--- config.mk ---
export PLATFORM = sky130hd
export DESIGN_NAME = dbuf_uart_tx
export DESIGN_NICKNAME = d
export VERILOG_FILES = /design/src/rtl/dbuf_uart_tx_pkg.sv /design/src/rtl/uart_tx_dp.sv /design/src/rtl/uart_tx_ctrl.sv /design/src/rtl/dbuf_uart_tx.sv
export SDC_FILE = /design/constraint.sdc
export NUM_CORES = 1
export LEC_CHECK = 0
export CELL_PAD_IN_SITES_DETAIL_PLACEMENT = 0
export CELL_PAD_IN_SITES_GLOBAL_PLACEMENT = 1
export CORE_ASPECT_RATIO = 0.5
export CORE_MARGIN = 8
export CORE_UTILIZATION = 35
export CTS_BUF_LIST = sky130_fd_sc_hd__clkbuf_8 sky130_fd_sc_hd__clkbuf_16
export CTS_CLUSTER_DIAMETER = 40
export DETAILED_ROUTE_END_ITERATION = 6
export PLACE_DENSITY_LB_ADDON = 0.05
export SYNTH_ARGS = -nofsm -noshare
export SYNTH_HDL_FRONTEND = slang
export SYNTH_SLANG_ARGS = --single-unit
--- constraint.sdc ---
create_clock -name clk -period 2.7 [get_ports clk]
set_clock_uncertainty 0.2 [all_clocks]
set_input_delay 0.405 -clock clk [delete_from_list [all_inputs] [get_ports clk]]
set_output_delay 0.405 -clock clk [all_outputs]
set_load 0.01 [all_outputs]
--- src/rtl/dbuf_uart_tx_pkg.sv ---
package dbuf_uart_tx_pkg;

  // Control-to-datapath strobes.
  typedef struct packed {
    logic load;   // capture holding register into shift register
    logic shift;  // advance to next bit
    logic run;    // frame in progress, bit timer counts
  } txStrobe_t;

  // Character length code to number of data bits.
  function automatic logic [3:0] decodeLen(input logic [1:0] code);
    case (code)
      2'b00:   decodeLen = 4'd7;
      2'b10:   decodeLen = 4'd9;
      default: decodeLen = 4'd8;
    endcase
  endfunction

endpackage

--- src/rtl/uart_tx_dp.sv ---
module uart_tx_dp
  import dbuf_uart_tx_pkg::*;
#(
  parameter int DATA_W   = 9,
  parameter int DIV_W    = 8,
  parameter int OVS_LOG2 = 4
) (
  input  logic              clk,
  input  logic              rst,
  input  txStrobe_t         strb,
  input  logic              wrEn,
  input  logic [DATA_W-1:0] wrData,
  input  logic [1:0]        charLen,
  input  logic              parityEn,
  input  logic              parityOdd,
  input  logic [DIV_W-1:0]  divN,
  output logic              bitTick,
  output logic              lineBit
);

  localparam int FRAME_W = 1 + DATA_W + 1 + 2;
  localparam int CNT_W   = DIV_W + OVS_LOG2;
  localparam int POS_W   = $clog2(FRAME_W);

  logic [DATA_W-1:0]  bufReg;
  logic [FRAME_W-1:0] shReg;
  logic [FRAME_W-1:0] frameVec;
  logic [CNT_W-1:0]   baudCnt;
  logic [CNT_W-1:0]   baudLim;
  logic [3:0]         dataLen;
  logic [POS_W-1:0]   parPos;
  logic               parAcc;

  // Holding register
  always_ff @(posedge clk) begin
    if (rst)       bufReg <= '0;
    else if (wrEn) bufReg <= wrData;
  end

  // Frame assembly: start, data LSB first, optional parity, stop ones
  always_comb begin
    dataLen     = decodeLen(charLen);
    parPos      = POS_W'(dataLen) + POS_W'(1);
    parAcc      = parityOdd;
    frameVec    = '1;
    frameVec[0] = 1'b0;
    for (int i = 0; i < DATA_W; i++) begin
      if (i < int'(dataLen)) begin
        frameVec[i+1] = bufReg[i];
        parAcc        = parAcc ^ bufReg[i];
      end
    end
    if (parityEn) frameVec[parPos] = parAcc;
  end

  // Shift register, refills with mark
  always_ff @(posedge clk) begin
    if (rst)             shReg <= '1;
    else if (strb.load)  shReg <= frameVec;
    else if (strb.shift) shReg <= {1'b1, shReg[FRAME_W-1:1]};
  end

  // Bit timer: (n+1) * 2^OVS_LOG2 cycles per bit, limit captured at launch
  always_ff @(posedge clk) begin
    if (rst) begin
      baudCnt <= '0;
      baudLim <= '0;
    end else if (strb.load) begin
      baudCnt <= '0;
      baudLim <= {divN, {OVS_LOG2{1'b1}}};
    end else if (strb.run) begin
      baudCnt <= bitTick ? '0 : baudCnt + CNT_W'(1);
    end
  end

  assign bitTick = strb.run & (baudCnt == baudLim);
  assign lineBit = shReg[0];

endmodule

--- src/rtl/uart_tx_ctrl.sv ---
module uart_tx_ctrl
  import dbuf_uart_tx_pkg::*;
#(
  parameter int DATA_W = 9
) (
  input  logic       clk,
  input  logic       rst,
  input  logic       wrEn,
  input  logic       txEnable,
  input  logic       ctsSel,
  input  logic       ctsN,
  input  logic [1:0] charLen,
  input  logic       parityEn,
  input  logic       twoStop,
  input  logic       bitTick,
  output txStrobe_t  strb,
  output logic       busy,
  output logic       bufEmpty,
  output logic       frameEnd,
  output logic       txIrq
);

  localparam int FRAME_W = 1 + DATA_W + 1 + 2;
  localparam int IDX_W   = $clog2(FRAME_W);

  logic [IDX_W-1:0] bitIdx;
  logic [IDX_W-1:0] lastIdx;
  logic [IDX_W-1:0] lastIdxNew;
  logic             lastBit;
  logic             startOk;
  logic             load;

  assign lastBit    = (bitIdx == lastIdx);
  assign frameEnd   = ~busy | (bitTick & lastBit);
  assign startOk    = txEnable & ~bufEmpty & (~ctsSel | ~ctsN);
  assign load       = frameEnd & startOk;
  assign lastIdxNew = IDX_W'(decodeLen(charLen)) + IDX_W'(parityEn)
                    + (twoStop ? IDX_W'(2) : IDX_W'(1));

  always_comb begin
    strb       = '0;
    strb.load  = load;
    strb.shift = busy & bitTick & ~lastBit;
    strb.run   = busy;
  end

  // Frame sequencing
  always_ff @(posedge clk) begin
    if (rst) begin
      busy    <= 1'b0;
      bitIdx  <= '0;
      lastIdx <= '0;
    end else if (load) begin
      busy    <= 1'b1;
      bitIdx  <= '0;
      lastIdx <= lastIdxNew;
    end else if (frameEnd) begin
      busy    <= 1'b0;
      bitIdx  <= '0;
    end else if (bitTick) begin
      bitIdx  <= bitIdx + IDX_W'(1);
    end
  end

  // Holding register flag and its interrupt pulse
  always_ff @(posedge clk) begin
    if (rst) begin
      bufEmpty <= 1'b1;
      txIrq    <= 1'b0;
    end else begin
      txIrq <= load & ~wrEn;
      if (wrEn)      bufEmpty <= 1'b0;
      else if (load) bufEmpty <= 1'b1;
    end
  end

endmodule

--- src/rtl/dbuf_uart_tx.sv ---
module dbuf_uart_tx
  import dbuf_uart_tx_pkg::*;
#(
  parameter int DATA_W   = 9,
  parameter int DIV_W    = 8,
  parameter int OVS_LOG2 = 4
) (
  input  logic              clk,
  input  logic              rst,
  input  logic              wrEn,
  input  logic [DATA_W-1:0] wrData,
  input  logic [1:0]        charLen,
  input  logic              parityEn,
  input  logic              parityOdd,
  input  logic              twoStop,
  input  logic              txEnable,
  input  logic              ctsSel,
  input  logic              ctsN,
  input  logic [DIV_W-1:0]  divN,
  output logic              txLine,
  output logic              bufEmpty,
  output logic              txEmpty,
  output logic              frameEnd,
  output logic              txIrq
);

  txStrobe_t strb;
  logic      bitTick;
  logic      lineBit;
  logic      busy;

  uart_tx_ctrl #(.DATA_W(DATA_W)) u_ctrl (
    .clk      (clk),
    .rst      (rst),
    .wrEn     (wrEn),
    .txEnable (txEnable),
    .ctsSel   (ctsSel),
    .ctsN     (ctsN),
    .charLen  (charLen),
    .parityEn (parityEn),
    .twoStop  (twoStop),
    .bitTick  (bitTick),
    .strb     (strb),
    .busy     (busy),
    .bufEmpty (bufEmpty),
    .frameEnd (frameEnd),
    .txIrq    (txIrq)
  );

  uart_tx_dp #(.DATA_W(DATA_W), .DIV_W(DIV_W), .OVS_LOG2(OVS_LOG2)) u_dp (
    .clk       (clk),
    .rst       (rst),
    .strb      (strb),
    .wrEn      (wrEn),
    .wrData    (wrData),
    .charLen   (charLen),
    .parityEn  (parityEn),
    .parityOdd (parityOdd),
    .divN      (divN),
    .bitTick   (bitTick),
    .lineBit   (lineBit)
  );

  assign txLine  = busy ? lineBit : 1'b1;
  assign txEmpty = ~busy;

endmodule

==> flow_metrics.env, run 1 <==
export IMPL_outcome="completed"
export IMPL_dpl_hpwl_um=4420
export IMPL_final_cell_mix="dfxtp_1, nand2_1, nor2_1"
export IMPL_end_kind="register"
export IMPL_totalWireLength_um=5870
export IMPL_gp_congestion=0.761
export IMPL_dp_cells=422
export IMPL_leakage_nw=1.28
export IMPL_boundaryPins=33
export IMPL_synth_compound_area_share=0.107
export IMPL_startpoint="u_dp.baudLim[3]$_SDFFE_PP0P_"
export IMPL_synth_seq_area_share=0.433
export IMPL_drt_initial_drc_count=103
export IMPL_clkLatencyLatePin_ns=0.29
export IMPL_ys_top_cells_by_area="dfxtp_1, nand2_1, xnor2_1"
export IMPL_rsz0062_at_grt="no"
export IMPL_fillers=705
export IMPL_diodes=0
export IMPL_fin_cells=430
export IMPL_crit_path_frequent_cell="or4_1"
export IMPL_start_kind="register"
export IMPL_first_pass_iters=4
export IMPL_std_cell_rows=21
export IMPL_regToRegStartpoint="u_dp.baudLim[3]$_SDFFE_PP0P_"
export IMPL_crit_slowest_cell="or4_1"
export IMPL_yosys_area_top_type="dfxtp_1"
export IMPL_vias=2089
export IMPL_fin_crit_sh=0.958
export IMPL_setup_violations_final=0
export IMPL_critical_path_max_stage_delay_ns=0.58
export IMPL_cp_required_ns=2.69
export IMPL_die_width_um=135
export IMPL_p_int_mw=1.41
export IMPL_yosys_register_bits=54
export IMPL_synth_fa_ha_area_frac=0.0311
export IMPL_synth_nets=325
export IMPL_antenna_found_initial=0
export IMPL_relSlewSlack=0.572
export IMPL_regArea_sq_um=1080
export IMPL_overflow=0
export IMPL_avgSynthCellArea_sq_um=8.54
export IMPL_detail_route_antenna_nets=0
export IMPL_clock_sinks=54
export IMPL_p_sw_mw=0.447
export IMPL_power_frac_clock=0.392
export IMPL_r2r_slack_ns=0.11
export IMPL_synth_top_family_by_area="simple AND/OR/NAND/NOR gates"
export IMPL_report_final_slew_viol_count=0
export IMPL_multi_input_area_sq_um=1330
export IMPL_rr_worst_depth=5
export IMPL_nets=370
export IMPL_synth_distinct_cells=39
export IMPL_drive_gt1_frac=0.101
export IMPL_syn_area_sq_um=2490
export IMPL_period_minus_slack_ns=2.59
export IMPL_grt_pass1_wl_um=9900
export IMPL_start_util=0.368
export IMPL_powerDensity_nw_per_um2=580
export IMPL_cts_buffers=5
export IMPL_pre_cts_slack_ns=-0.124
export IMPL_crit_chain="or4_1, o22a_2, or4_1, a22o_1, a221o_1"
export IMPL_hold_buffers=0
export IMPL_drc=0
export IMPL_clock_path_buffers=2
export IMPL_fin_hold_ws_ns=0.260
export IMPL_gr_usage_all_layers=0.123
export IMPL_crit_type="reg2reg"
export IMPL_hold_path_class="reg2reg"
export IMPL_crit_fanout=3
export IMPL_cp_endpoint="u_dp.shReg[10]$_SDFFE_PP1P_"
export IMPL_yosys_area_share_simple=0.235
export IMPL_syn_instance_count=292
export IMPL_peakVddDrop_uv=281
export IMPL_cts_tree="built"
export IMPL_combPwrFrac=0.148
export IMPL_netSwitchingFraction=0.241
export IMPL_cp_arrival_ns=2.57
export IMPL_drt_wirelength_per_cell_um=13.7
export IMPL_hold_violations=0
export IMPL_clkTransAtPathRegs_ns=0.07
export IMPL_reg2reg_to="u_dp.shReg[10]$_SDFFE_PP1P_"
export IMPL_setup_slack_ns=0.114
export IMPL_cap_violations=0
export IMPL_avgViaCountPerCell=4.86
export IMPL_die_y_um=75.7
export IMPL_htree_levels=2
export IMPL_synthToLayoutAreaGrowth_pct=28.2
export IMPL_synth_top_area_frac=0.433
export IMPL_seq_power_share=0.459
export IMPL_synth_xor_area_share=0.114
export IMPL_final_common_cell="dfxtp_1"
export IMPL_max_freq_ghz=0.387
export IMPL_grt_pass1_vias=2085
export IMPL_cts_root_buf="clkbuf_16"
export IMPL_ys_warnings_count=0
export IMPL_portBuffers=32
export IMPL_synthMuxAreaShare=0.0441
export IMPL_die_area_sq_um=10200
export IMPL_grt_max_degree=28
export IMPL_tightest_slew_ns=0.639
export IMPL_cts_setup_buffers=0
export IMPL_core_region_area_sq_um=6780
[cell families (layout without fill, tap and decap cells)]
group / after synthesis / in the layout
simple gates: 125 / 125
flops: 54 / 54
compound gates: 44 / 44
xor+xnor: 31 / 31
buf+inv: 22 / 68
mux: 11 / 11
fa+ha+maj: 5 / 5
[what timing repair did]
action                     CTS  global route
resized for setup            3             1
pin swaps                    0             1
setup endpoints to repair    1             2
cloned                       0             0
[critical path: cells and delay by family, from the launching register on]
| kind | cells | cell delay [ns] |
|---|---|---|
| simple gates | 2 | 1.09 |
| flops | 1 | 0.31 |
| compound gates | 3 | 0.87 |
[Yosys cell counts]
master / count
dfxtp_1: 54
nand2_1: 49
nor2_1: 32
a21oi_1: 18
xnor2_1: 17
xor2_1: 13
mux2i_1: 11
nor3_1: 11
a31oi_1: 9
clkbuf_1: 9
inv_1: 7
nand3_1: 7
buf_2: 5
nand4_1: 5
o21ai_0: 5
ha_1: 3
nand2b_1: 3
nand3b_1: 3
nor2b_1: 3
a211oi_1: 2
a221oi_1: 2
and3_1: 2
fa_1: 2
o21ai_1: 2
o21bai_1: 2
or3_1: 2
or4_1: 2
a221o_1: 1
a22o_1: 1
a31o_2: 1
and2b_1: 1
and3_2: 1
and3b_1: 1
and4_1: 1
buf_1: 1
nor4_1: 1
nor4_4: 1
o22a_2: 1
xnor3_1: 1
[worst min-delay path by stage]
stage	to	cells past startpoint	slack (ns)	from
4_1_cts	u_dp.shReg[12]$_SDFFE_PP1P_	2	0.26	u_dp.shReg[12]$_SDFFE_PP1P_
5_1_grt	u_dp.baudLim[4]$_SDFFE_PP0P_	2	0.29	u_dp.baudLim[4]$_SDFFE_PP0P_
3_3_place_gp	u_dp.shReg[12]$_SDFFE_PP1P_	2	0.23	u_dp.shReg[12]$_SDFFE_PP1P_
2_1_floorplan	u_dp.shReg[12]$_SDFFE_PP1P_	2	0.22	u_dp.shReg[12]$_SDFFE_PP1P_
3_5_place_dp	u_dp.shReg[12]$_SDFFE_PP1P_	2	0.24	u_dp.shReg[12]$_SDFFE_PP1P_
6_report	u_dp.shReg[12]$_SDFFE_PP1P_	2	0.26	u_dp.shReg[12]$_SDFFE_PP1P_
[power by group through the flow]
stage / sequential, mW / combinational [mW] / clock (mW)
2_1_floorplan: 0.868 / 0.168 / 0
3_3_place_gp: 0.870 / 0.275 / 0
3_5_place_dp: 0.872 / 0.277 / 0
4_1_cts: 0.853 / 0.278 / 0.751
5_1_grt: 0.858 / 0.304 / 0.790
6_report: 0.853 / 0.276 / 0.728
[cell type report]
cell class | count | share of cell area
clock buffers | 5 | 0.0391
inverters | 7 | 0.00821
clock inverters | 3 | 0.0129
well taps | 92 | 0.0360
flip-flops and latches | 54 | 0.338
multi-input cells | 216 | 0.416
repair buffers | 53 | 0.150
[state kept, by name (all words and copies together) (netlist names)]
signal           cells
u_ctrl.bufEmpty      1
u_dp.baudCnt        12
u_ctrl.busy          1
u_dp.bufReg          9
u_ctrl.lastIdx       4
u_ctrl.bitIdx        4
u_dp.shReg          13
u_ctrl.txIrq         1
u_dp.baudLim         9
[per-layer routing]
layer,share of wire,vias up,GRT usage
met4,0.012,0,0.0451
met1,0.49,978,0.153
met5,0,-,0
met2,0.45,26,0.197
met3,0.049,9,0.0395
li1,-,1076,-
[stage by stage]
stage | power, mW | utilization | TNS, ns | instance area (sq um)
final | 1.86 | 0.472 | 0 | 3200
after global routing | 1.95 | 0.472 | 0 | 3200
after CTS | 1.88 | 0.471 | 0 | 3190
after detailed placement | 1.15 | 0.446 | -0.124 | 3030
after global placement | 1.15 | 0.446 | -0.0547 | 3030
after floorplan | 1.04 | - | 0 | 2490
Power figures use the tool's default switching activity.
==> run 2: changes to the inputs <==
--- a/config.mk
+++ b/config.mk
@@ -10,7 +10,7 @@
 export CORE_ASPECT_RATIO = 0.5
 export CORE_MARGIN = 8
 export CORE_UTILIZATION = 35
-export CTS_BUF_LIST = sky130_fd_sc_hd__clkbuf_8 sky130_fd_sc_hd__clkbuf_16
+export CTS_BUF_LIST = sky130_fd_sc_hd__clkbuf_8
 export CTS_CLUSTER_DIAMETER = 40
 export DETAILED_ROUTE_END_ITERATION = 6
 export PLACE_DENSITY_LB_ADDON = 0.05
==> run 2 against run 1 <==
  * Non-clock buffer count unchanged
  * Clock-buffer cell count unchanged
  * Largest cell class unchanged
  * Combinational power barely moved
  * Critical path type unchanged
  * Worst hold slack better by 0.0061 ns
  * Sequential share of layout area up 0.61 points
  * Cell area fell by 1.8%
==> flow_metrics.env, run 2 (synthesized netlist as in run 1, its figures left out) <==
export IMPL_gr_usage_all_layers=0.123
export IMPL_die_area_sq_um=10200
export IMPL_cp_required_ns=2.70
export IMPL_p_int_mw=1.25
export IMPL_setup_slack_ns=0.103
export IMPL_cap_violations=0
export IMPL_drive_gt1_frac=0.101
export IMPL_hold_path_class="reg2reg"
export IMPL_max_freq_ghz=0.385
export IMPL_combPwrFrac=0.164
export IMPL_fin_crit_sh=0.962
export IMPL_synthToLayoutAreaGrowth_pct=26.0
export IMPL_clkTransAtPathRegs_ns=0.10
export IMPL_hold_violations=0
export IMPL_end_kind="register"
export IMPL_start_util=0.368
export IMPL_cts_tree="built"
export IMPL_grt_pass1_wl_um=10000
export IMPL_core_region_area_sq_um=6780
export IMPL_reg2reg_to="u_dp.shReg[9]$_SDFFE_PP1P_"
export IMPL_gp_congestion=0.761
export IMPL_tightest_slew_ns=0.614
export IMPL_nets=370
export IMPL_rsz0062_at_grt="no"
export IMPL_rr_worst_depth=6
export IMPL_p_sw_mw=0.429
export IMPL_clock_path_buffers=2
export IMPL_cts_buffers=5
export IMPL_portBuffers=32
export IMPL_regMostFlops="u_dp.shReg"
export IMPL_std_cell_rows=21
export IMPL_period_minus_slack_ns=2.60
export IMPL_pre_cts_slack_ns=-0.124
export IMPL_crit_fanout=3
export IMPL_regToRegStartpoint="u_dp.baudLim[3]$_SDFFE_PP0P_"
export IMPL_totalWireLength_um=5890
export IMPL_startpoint="u_dp.baudLim[3]$_SDFFE_PP0P_"
export IMPL_final_common_cell="dfxtp_1"
export IMPL_die_y_um=75.7
export IMPL_crit_chain="or4_1, o22a_2, or4_1, a22o_1, a221oi_1, o21ai_1"
export IMPL_cts_root_buf="clkbuf_8"
export IMPL_report_final_slew_viol_count=0
export IMPL_drt_initial_drc_count=103
export IMPL_grt_pass1_vias=2109
export IMPL_dpl_hpwl_um=4420
export IMPL_hold_buffers=0
export IMPL_cts_setup_buffers=0
export IMPL_regArea_sq_um=1080
export IMPL_boundaryPins=33
export IMPL_multi_input_area_sq_um=1330
export IMPL_power_mw=1.68
export IMPL_cp_arrival_ns=2.60
export IMPL_crit_slowest_cell="or4_1"
export IMPL_crit_path_frequent_cell="or4_1"
export IMPL_drt_wirelength_per_cell_um=13.7
export IMPL_clkLatencyLatePin_ns=0.31
export IMPL_setup_violations_final=0
export IMPL_drc=0
export IMPL_final_cell_mix="dfxtp_1, nand2_1, nor2_1"
export IMPL_r2r_slack_ns=0.10
export IMPL_hp_start="u_dp.shReg[12]$_SDFFE_PP1P_"
export IMPL_antenna_found_initial=0
export IMPL_outcome="completed"
export IMPL_diodes=0
export IMPL_peakVddDrop_uv=273
export IMPL_fillers=705
export IMPL_htree_levels=2
export IMPL_seq_power_share=0.509
export IMPL_top_regs="u_dp.shReg: 13 flops, u_dp.baudCnt: 12 flops"
export IMPL_avgViaCountPerCell=4.84
export IMPL_clock_sinks=54
export IMPL_critical_path_max_stage_delay_ns=0.59
export IMPL_power_frac_clock=0.327
export IMPL_crit_type="reg2reg"
export IMPL_detail_route_antenna_nets=0
export IMPL_netSwitchingFraction=0.256
export IMPL_cp_endpoint="u_dp.shReg[9]$_SDFFE_PP1P_"
export IMPL_relSlewSlack=0.590
export IMPL_start_kind="register"
export IMPL_overflow=0
export IMPL_powerDensity_nw_per_um2=534
export IMPL_first_pass_iters=4
export IMPL_largest_reg_flops=13
export IMPL_leakage_nw=1.25
export IMPL_vias=2081
export IMPL_grt_max_degree=28
export IMPL_die_width_um=135
## run 2: worst min path at each step
stage,to,slack [ns],cells after the start
floorplan,u_dp.shReg[12]$_SDFFE_PP1P_,0.22,2
global placement,u_dp.shReg[12]$_SDFFE_PP1P_,0.23,2
detailed placement,u_dp.shReg[12]$_SDFFE_PP1P_,0.24,2
CTS,u_dp.shReg[12]$_SDFFE_PP1P_,0.27,2
global route,u_dp.baudLim[4]$_SDFFE_PP0P_,0.30,2
finish,u_dp.shReg[12]$_SDFFE_PP1P_,0.27,2
## run 2: worst max-delay path: cells and delay by family, from the launching register on
| kind | cells | cell delay (ns) |
|---|---|---|
| AO/OA/AOI/OAI | 4 | 0.86 |
| AND/OR/NAND/NOR | 2 | 1.10 |
| flip-flops | 1 | 0.32 |
## run 2: metrics by stage
step | util | cell area, sq um | hold slack [ns] | setup TNS, ns | cells
detailed placement | 0.446 | 3030 | 0.244 | -0.124 | 422
global placement | 0.446 | 3030 | 0.229 | -0.0547 | 422
finish | 0.464 | 3140 | 0.266 | 0 | 430
global route | 0.464 | 3140 | 0.301 | 0 | 430
floorplan | - | 2490 | 0.220 | 0 | 292
CTS | 0.463 | 3140 | 0.270 | 0 | 430
## run 2: repair_timing
item                                   4_1_cts  5_1_grt
setup endpoints to repair                    1        1
endpoints found under the hold margin        0        0
resized for setup                            3        1
pin swaps                                    1        0
## run 2: area by class of cell
cell class	instances	share of cell area
Multi-Input combinational cell	216	0.424
Sequential cell	54	0.344
Timing Repair Buffer	53	0.152
Tap cell	92	0.0366
Clock buffer	5	0.0219
Clock inverter	3	0.0131
Inverter	7	0.00836
## run 2: layer usage
metal	share of wire	track usage
met1	0.49	0.153
met4	0.011	0.0415
met3	0.044	0.0375
met5	0	0
met2	0.45	0.201
## run 2: power by group through the flow
stage / sequential, mW / clock (mW) / combinational [mW]
after floorplan: 0.868 / 0 / 0.168
after global placement: 0.870 / 0 / 0.275
after detailed placement: 0.872 / 0 / 0.277
after CTS: 0.854 / 0.570 / 0.278
after global routing: 0.859 / 0.611 / 0.304
final: 0.853 / 0.548 / 0.275
==> run 3: changes to the inputs <==
--- a/config.mk
+++ b/config.mk
@@ -14,6 +14,7 @@
 export CTS_CLUSTER_DIAMETER = 40
 export DETAILED_ROUTE_END_ITERATION = 6
 export PLACE_DENSITY_LB_ADDON = 0.05
+export SLEW_MARGIN = 10
 export SYNTH_ARGS = -nofsm -noshare
 export SYNTH_HDL_FRONTEND = slang
 export SYNTH_SLANG_ARGS = --single-unit
==> results of run 3 <==
No change in the layout: final DEF, timing and power equal those of run 2.
